==> config.mk <==
export PLATFORM = sky130hd
export DESIGN_NAME = cfgrx_top
export DESIGN_NICKNAME = d
export VERILOG_FILES = /design/src/rtl/cfgrx_pkg.sv /design/src/rtl/cfgrx_sync.sv /design/src/rtl/cfgrx_frame.sv /design/src/rtl/cfgrx_regs.sv /design/src/rtl/cfgrx_top.sv
export SDC_FILE = /design/constraint.sdc
export NUM_CORES = 1
export LEC_CHECK = 0
export BUFFER_PORTS_ARGS = -buffer_cell sky130_fd_sc_hd__buf_2
export CORE_MARGIN = 2
export CORE_UTILIZATION = 55
export CTS_CLUSTER_DIAMETER = 60
export CTS_CLUSTER_SIZE = 8
export DETAILED_ROUTE_END_ITERATION = 16
export PLACE_DENSITY = 0.88
export RECOVER_POWER = 25
export REMOVE_ABC_BUFFERS = 1
export SETUP_SLACK_MARGIN = 0.3
export SYNTH_ARGS = -nofsm -noshare
export SYNTH_HDL_FRONTEND = slang
export SYNTH_SLANG_ARGS = --single-unit
export TNS_END_PERCENT = 1
==> constraint.sdc <==
create_clock -name clk -period 2.3 [get_ports clk]
set_input_delay 0.115 -clock clk [delete_from_list [all_inputs] [get_ports clk]]
set_output_delay 0.115 -clock clk [all_outputs]
set_load 0.03 [all_outputs]
==> src/rtl/cfgrx_pkg.sv <==
// Shared types for the serial configuration receiver.
package cfgrx_pkg;
    // Bus state as seen by the frame sequencer.
    typedef enum logic {
        FR_IDLE   = 1'b0,
        FR_ACTIVE = 1'b1
    } frame_state_t;

    localparam int BYTE_W = 8;
endpackage

==> src/rtl/cfgrx_sync.sv <==
// Brings the two serial lines into the clk domain through a flop chain and
// derives clock edges plus start and stop conditions from synchronized levels.
// Assumes each bus phase lasts several clk cycles; idle bus lines are high.
module cfgrx_sync #(
    parameter int STAGES = 2
) (
    input  logic clk,
    input  logic rst_n,
    input  logic scl_in,
    input  logic sda_in,
    output logic scl_lvl,
    output logic sda_lvl,
    output logic scl_rise,
    output logic scl_fall,
    output logic start_cond,
    output logic stop_cond
);
    logic [STAGES-1:0] scl_ff;
    logic [STAGES-1:0] sda_ff;
    logic              scl_q;
    logic              sda_q;

    for (genvar s = 0; s < STAGES; s++) begin : g_stage
        if (s == 0) begin : g_first
            // First synchronizer stage samples the raw lines.
            always_ff @(posedge clk) begin
                if (!rst_n) begin
                    scl_ff[0] <= 1'b1;
                    sda_ff[0] <= 1'b1;
                end else begin
                    scl_ff[0] <= scl_in;
                    sda_ff[0] <= sda_in;
                end
            end
        end else begin : g_next
            // Later stages pass the level along the chain.
            always_ff @(posedge clk) begin
                if (!rst_n) begin
                    scl_ff[s] <= 1'b1;
                    sda_ff[s] <= 1'b1;
                end else begin
                    scl_ff[s] <= scl_ff[s-1];
                    sda_ff[s] <= sda_ff[s-1];
                end
            end
        end
    end

    assign scl_lvl = scl_ff[STAGES-1];
    assign sda_lvl = sda_ff[STAGES-1];

    // Keep the previous synchronized levels for edge detection.
    always_ff @(posedge clk) begin
        if (!rst_n) begin
            scl_q <= 1'b1;
            sda_q <= 1'b1;
        end else begin
            scl_q <= scl_lvl;
            sda_q <= sda_lvl;
        end
    end

    // Decode edges and bus conditions from the current and previous levels.
    always_comb begin
        scl_rise   = scl_lvl & ~scl_q;
        scl_fall   = ~scl_lvl & scl_q;
        start_cond = scl_lvl & scl_q & sda_q & ~sda_lvl;
        stop_cond  = scl_lvl & scl_q & ~sda_q & sda_lvl;
    end
endmodule

==> src/rtl/cfgrx_frame.sv <==
// Frame sequencer: shifts in bits, counts bits and bytes, compares the address
// byte and drives the acknowledge in the ninth clock of each byte.
// Assumes edge and condition strobes are single-cycle pulses in the clk domain.
module cfgrx_frame
    import cfgrx_pkg::*;
#(
    parameter logic [6:0] ADDR7 = 7'h69,
    parameter int         IDX_W = 5
) (
    input  logic              clk,
    input  logic              rst_n,
    input  logic              scl_lvl,
    input  logic              sda_lvl,
    input  logic              scl_rise,
    input  logic              scl_fall,
    input  logic              start_cond,
    input  logic              stop_cond,
    output logic              byte_done,
    output logic [BYTE_W-1:0] byte_data,
    output logic [IDX_W-1:0]  byte_idx,
    output logic              addr_ok,
    output logic              ack_low
);
    localparam logic [7:0]       ADDR_WR = {ADDR7, 1'b0};
    localparam logic [IDX_W-1:0] IDX_MAX = '1;

    frame_state_t         state;
    logic [3:0]           bit_cnt;
    logic [BYTE_W-1:0]    shreg;
    logic [IDX_W-1:0]     next_idx;
    logic [BYTE_W-1:0]    shifted;

    assign shifted   = {shreg[BYTE_W-2:0], sda_lvl};
    assign byte_data = shreg;

    // Track frame state, bit position, byte position, match flag and acknowledge.
    always_ff @(posedge clk) begin
        if (!rst_n) begin
            state     <= FR_IDLE;
            bit_cnt   <= 4'd0;
            shreg     <= '0;
            next_idx  <= '0;
            byte_idx  <= '0;
            byte_done <= 1'b0;
            addr_ok   <= 1'b0;
            ack_low   <= 1'b0;
        end else begin
            byte_done <= 1'b0;
            if (start_cond) begin
                state    <= FR_ACTIVE;
                bit_cnt  <= 4'd0;
                next_idx <= '0;
                addr_ok  <= 1'b0;
                ack_low  <= 1'b0;
            end else if (stop_cond) begin
                state   <= FR_IDLE;
                bit_cnt <= 4'd0;
                ack_low <= 1'b0;
            end else if (state == FR_ACTIVE) begin
                if (scl_rise) begin
                    if (bit_cnt < 4'd8) begin
                        shreg   <= shifted;
                        bit_cnt <= bit_cnt + 4'd1;
                        if (bit_cnt == 4'd7) begin
                            byte_done <= 1'b1;
                            byte_idx  <= next_idx;
                            if (next_idx == '0) begin
                                addr_ok <= (shifted == ADDR_WR);
                            end
                            if (next_idx != IDX_MAX) begin
                                next_idx <= next_idx + 1'b1;
                            end
                        end
                    end else if (bit_cnt == 4'd8) begin
                        bit_cnt <= 4'd9;
                    end
                end else if (scl_fall) begin
                    if (bit_cnt == 4'd8) begin
                        ack_low <= addr_ok;
                    end else if (bit_cnt == 4'd9) begin
                        ack_low <= 1'b0;
                        bit_cnt <= 4'd0;
                    end
                end
            end
        end
    end

    assert_ack_needs_match_R5: assert property (@(posedge clk) disable iff (!rst_n)
        ack_low |-> addr_ok);
    assert_ack_rises_scl_low_R5: assert property (@(posedge clk) disable iff (!rst_n)
        $rose(ack_low) |-> !scl_lvl);
    assert_bit_count_range_R3: assert property (@(posedge clk) disable iff (!rst_n)
        bit_cnt <= 4'd9);
    assert_idle_silent_R10: assert property (@(posedge clk) disable iff (!rst_n)
        (state == FR_IDLE) |-> !ack_low);
endmodule

==> src/rtl/cfgrx_regs.sv <==
// Configuration register bank: holds defaults from reset and loads a received
// byte into the slot matching its frame position when the address matched.
// Assumes byte_done is a one-cycle strobe with byte_idx and byte_data valid.
module cfgrx_regs #(
    parameter int                       NUM_REGS    = 7,
    parameter int                       HDR_BYTES   = 3,
    parameter int                       IDX_W       = 5,
    parameter logic [NUM_REGS*8-1:0]    DEFAULT_CFG = '0
) (
    input  logic                    clk,
    input  logic                    rst_n,
    input  logic                    byte_done,
    input  logic [IDX_W-1:0]        byte_idx,
    input  logic [7:0]              byte_data,
    input  logic                    addr_ok,
    output logic [NUM_REGS*8-1:0]   cfg_q
);
    localparam logic [IDX_W-1:0] FIRST_SLOT = IDX_W'(HDR_BYTES);
    localparam logic [IDX_W-1:0] END_SLOT   = IDX_W'(HDR_BYTES + NUM_REGS);

    logic wr_ok;
    assign wr_ok = byte_done & addr_ok;

    for (genvar k = 0; k < NUM_REGS; k++) begin : g_reg
        localparam logic [IDX_W-1:0] SLOT = IDX_W'(HDR_BYTES + k);
        // Load default on reset, else take the payload byte aimed at this slot.
        always_ff @(posedge clk) begin
            if (!rst_n) begin
                cfg_q[k*8 +: 8] <= DEFAULT_CFG[k*8 +: 8];
            end else if (wr_ok && byte_idx == SLOT) begin
                cfg_q[k*8 +: 8] <= byte_data;
            end
        end
    end

    assert_no_write_unmatched_R4: assert property (@(posedge clk) disable iff (!rst_n)
        !addr_ok |=> $stable(cfg_q));
    assert_header_ignored_R6: assert property (@(posedge clk) disable iff (!rst_n)
        (byte_done && byte_idx < FIRST_SLOT) |=> $stable(cfg_q));
    assert_tail_discarded_R9: assert property (@(posedge clk) disable iff (!rst_n)
        (byte_done && byte_idx >= END_SLOT) |=> $stable(cfg_q));
endmodule

==> src/rtl/cfgrx_top.sv <==
// Write-only serial configuration receiver top: synchronizer, frame sequencer
// and register bank. Assumes the bus runs well below the clk rate.
module cfgrx_top #(
    parameter int                    NUM_REGS    = 7,
    parameter int                    HDR_BYTES   = 3,
    parameter logic [6:0]            ADDR7       = 7'h69,
    parameter int                    SYNC_STAGES = 2,
    parameter logic [NUM_REGS*8-1:0] DEFAULT_CFG = 56'hF0_0F_55_AA_3C_81_A5
) (
    input  logic                  clk,
    input  logic                  rst_n,
    input  logic                  scl_in,
    input  logic                  sda_in,
    output logic                  sda_pull_low,
    output logic [NUM_REGS*8-1:0] cfg_regs
);
    localparam int IDX_W = $clog2(HDR_BYTES + NUM_REGS + 1) + 1;

    logic             scl_lvl, sda_lvl, scl_rise, scl_fall, start_cond, stop_cond;
    logic             byte_done, addr_ok;
    logic [7:0]       byte_data;
    logic [IDX_W-1:0] byte_idx;

    cfgrx_sync #(.STAGES(SYNC_STAGES)) u_sync (
        .clk(clk), .rst_n(rst_n), .scl_in(scl_in), .sda_in(sda_in),
        .scl_lvl(scl_lvl), .sda_lvl(sda_lvl), .scl_rise(scl_rise),
        .scl_fall(scl_fall), .start_cond(start_cond), .stop_cond(stop_cond)
    );

    cfgrx_frame #(.ADDR7(ADDR7), .IDX_W(IDX_W)) u_frame (
        .clk(clk), .rst_n(rst_n), .scl_lvl(scl_lvl), .sda_lvl(sda_lvl),
        .scl_rise(scl_rise), .scl_fall(scl_fall), .start_cond(start_cond),
        .stop_cond(stop_cond), .byte_done(byte_done), .byte_data(byte_data),
        .byte_idx(byte_idx), .addr_ok(addr_ok), .ack_low(sda_pull_low)
    );

    cfgrx_regs #(
        .NUM_REGS(NUM_REGS), .HDR_BYTES(HDR_BYTES), .IDX_W(IDX_W),
        .DEFAULT_CFG(DEFAULT_CFG)
    ) u_regs (
        .clk(clk), .rst_n(rst_n), .byte_done(byte_done), .byte_idx(byte_idx),
        .byte_data(byte_data), .addr_ok(addr_ok), .cfg_q(cfg_regs)
    );
endmodule

==> flow_metrics.env <==
export IMPL_routed_wl_met2_mm=3.650
export IMPL_p_leak_nw=1.674
export IMPL_setup_tns_ns=0
export IMPL_synth_edf_count=0
export IMPL_seq_power_share_pct=56.6
export IMPL_synth_compound_area_share_pct=5.176
export IMPL_grt_start_max_net_pins=67
export IMPL_syn_cell_area_um2=3626
export IMPL_ys_types=42
export IMPL_cts_tree="yes"
export IMPL_ys_seq_area_share_pct=48.59
export IMPL_max_freq_mhz=501.4
export IMPL_antenna_found_initial=0
export IMPL_worstHoldPathType="in2reg"
export IMPL_drtIter0Drc=122
export IMPL_post_route_min_period_ns=1.994
export IMPL_switching_share_pct=22.50
export IMPL_vias=2703
export IMPL_path_clk_slew_ns=0.09
export IMPL_die_w_um=85.20
export IMPL_slew_violations=0
export IMPL_path_common_cell="ha_2"
export IMPL_synth_mux_area_share_pct=17.67
export IMPL_avgSynthCellArea_um2=10.10
export IMPL_first_pass_iters=4
export IMPL_drive_gt1_share_pct=15.27
export IMPL_routed_wl_met3_um=443
export IMPL_dieArea_um2=7258
export IMPL_start_util_pct=57.10
export IMPL_max_slew_margin_pct=26.36
export IMPL_synth_simple_area_share_pct=21.22
export IMPL_finalHoldViolations=0
export IMPL_cp_required_ns=2.59
export IMPL_finalClockSkew_ns=0.01529
export IMPL_grt_pass1_vias=2558
export IMPL_num_rows=29
export IMPL_wl_met1_mm=3.421
export IMPL_cp_arrival_ns=2.28
export IMPL_cts_root_buf="clkbuf_8"
export IMPL_finalCritPeriodShare_pct=86.71
export IMPL_path_class="reg2reg"
export IMPL_via_per_inst=5.450
export IMPL_placed_cell_area_um2=3963
export IMPL_portBuffers=60
export IMPL_whs_ns=0.1084
export IMPL_crit_slowest_cell="or4_4"
export IMPL_p_int_w=0.002097
export IMPL_place_gp_congestion=0.8062
export IMPL_fin_util_pct=65.71
export IMPL_power_density_nw_per_um2=648.5
export IMPL_drtAntennaViolNets=0
export IMPL_synthAdderAreaFrac_pct=3.451
export IMPL_coreArea_um2=6350
export IMPL_area_growth_pct=15.08
export IMPL_routedWlPerCell_um=15.31
export IMPL_slowest_delay_ns=0.52
export IMPL_synthTopCellsByCount="dfxtp_1, mux2i_1, nand2_1, nor2b_1, clkbuf_1"
export IMPL_synth_top_family_by_area="simple AND/OR/NAND/NOR gates"
export IMPL_design_area_um2=4173
export IMPL_nets=428
export IMPL_synth_flop_cell="dfxtp_1"
export IMPL_grt_util_all_layers_pct=21.22
export IMPL_synth_top_area_cell="dfxtp_1"
export IMPL_status="complete, no violations"
export IMPL_drv_cap=0
export IMPL_switchingPower_w=0.0006090
export IMPL_crit_path_start_kind="flop"
export IMPL_synth_cells=359
export IMPL_dr_max_layer_used="met4"
export IMPL_ir_drop_v=0.0004413
export IMPL_yosysMostFrequentCell="dfxtp_1"
export IMPL_synthXorXnorAreaFrac_pct=0.4831
export IMPL_async_flop_share_pct=0
export IMPL_yosys_warnings=0
export IMPL_wl_mm=7.592
export IMPL_synth_area_leaders="dfxtp_1, mux2i_1, nor2b_1"
export IMPL_diodes=0
export IMPL_pwr_share_comb_pct=2.3
export IMPL_numCtsBuffers=9
export IMPL_clk_latency_ns=0.36
export IMPL_grt_pass1_wl_mm=12.21
export IMPL_cts_sinks=88
export IMPL_path_delay_family="simple AND/OR/NAND/NOR gates"
export IMPL_synth_top_area_share_pct=48.59
export IMPL_clockPowerShare_pct=41.1
export IMPL_setup_violations=0
export IMPL_h_tree_depth=3
export IMPL_dp_hpwl_mm=4.927
export IMPL_p_total_w=0.002706
export IMPL_rsz0062_at_grt="true"
export IMPL_path_cells="ha_2, and3_1, ha_2, or4_4, or3_1, a21oi_1"
export IMPL_cp_buffers_inverters=0
export IMPL_drc=0
export IMPL_grt_overflow_total=0
export IMPL_yosys_register_bits=88
export IMPL_cp_max_fo=5
export IMPL_ios=61
export IMPL_endpoint_kind="flop"
export IMPL_die_y_um=85.20
export IMPL_cts_max_path_buffers=2
export IMPL_worst_pin_slew_ns=1.105
==> area by class of cell <==
| type | instances | area (um^2) |
|---|---|---|
| clock buffers | 10 | 137.6 |
| inverters | 9 | 33.78 |
| flip-flops and latches | 88 | 1767 |
| multi-input cells | 239 | 1745 |
| repair buffers | 67 | 317.8 |
| clock inverters | 6 | 75.07 |
| well taps | 77 | 96.34 |
| fillers | 495 | 2177 |
==> through the flow <==
step,setup slack [ns],std cells
final,0.3057,496
after global routing,0.2118,496
after CTS,0.3094,496
after detailed placement,0.2093,477
after global placement,0.2714,477
after floorplan,0.3026,336
==> metal layers <==
layer | global-route usage, % | vias up
met5 | 0 | -
met4 | 8.658 | 0
met3 | 5.545 | 9
met2 | 35.16 | 74
met1 | 26.31 | 1290
li1 | - | 1330
==> cell families (layout without fill, tap and decap cells) <==
kind of cell    count (synthesis)  in the layout
fa+ha+maj                      10             10
simple gates                  133            133
buf+inv                        32             92
flops                          88             88
xor+xnor                        2              2
mux                            64             64
compound gates                 30             30
==> sequential cells by signal, summed over array words and instances (netlist names), 4 cells and up <==
name,count
u_frame.bit_cnt,4
u_frame.byte_data,8
u_frame.byte_idx,5
u_frame.next_idx,5
u_regs.cfg_q,56
==> placed cells by master, fill, tap and decap left out, drive strengths merged, types with 2 or more instances in the layout <==
cell type     n
buf          34
nand2b        8
and4b         3
dfxtp        88
mux2i        64
and3b         3
nand3        11
ha           10
nor3          4
nor2          9
clkbuf       41
nor4          3
nand3b        2
o21ai        15
or4           3
inv          11
dlygate4sd3   2
nand4         2
nand4b        3
a21oi         6
nor2b        37
nand2        38
a211oi        2
o31ai         2
clkinv        2
and2          2
and3          2
==> power groups by stage <==
| stage | Sequential, W | Combinational [W] | Clock (W) |
|---|---|---|---|
| after floorplan | 0.00157 | 0.0000293 | 0 |
| after global placement | 0.00157 | 0.0000568 | 0 |
| after detailed placement | 0.00157 | 0.0000573 | 0 |
| after CTS | 0.00153 | 0.0000607 | 0.00113 |
| after global routing | 0.00153 | 0.0000671 | 0.00118 |
| final | 0.00153 | 0.0000612 | 0.00111 |
==> worst paths after layout <==
check / startpoint / end / slack (ns) / depth (start not counted)
setup / recovery: u_frame.next_idx[0] / u_frame.next_idx[3] / 0.31 / 6
hold / removal: rst_n / u_regs.cfg_q[32] / 0.11 / 2
hold reg to reg: u_sync.scl_ff[0] / u_sync.scl_lvl / 0.42 / 1
setup reg to reg: u_frame.next_idx[0] / u_frame.next_idx[3] / 0.31 / 6
==> repair_timing <==
action,CTS,global route
endpoints found under the setup margin,1,6
buffers inserted,1,0
hold buffers,2,0
gates resized for setup,5,0
pin swaps,0,1
endpoints found under the hold margin,2,0
==> worst register-to-register path, delay by kind of cell (launching register included) <==
family / cells / cell delay (ns)
AND/OR/NAND/NOR: 3 / 1.06
flip-flops: 1 / 0.37
adder cells (fa/ha/maj): 2 / 0.36
AO/OA/AOI/OAI: 1 / 0.15
No activity file was read; power rests on OpenSTA's default activity.
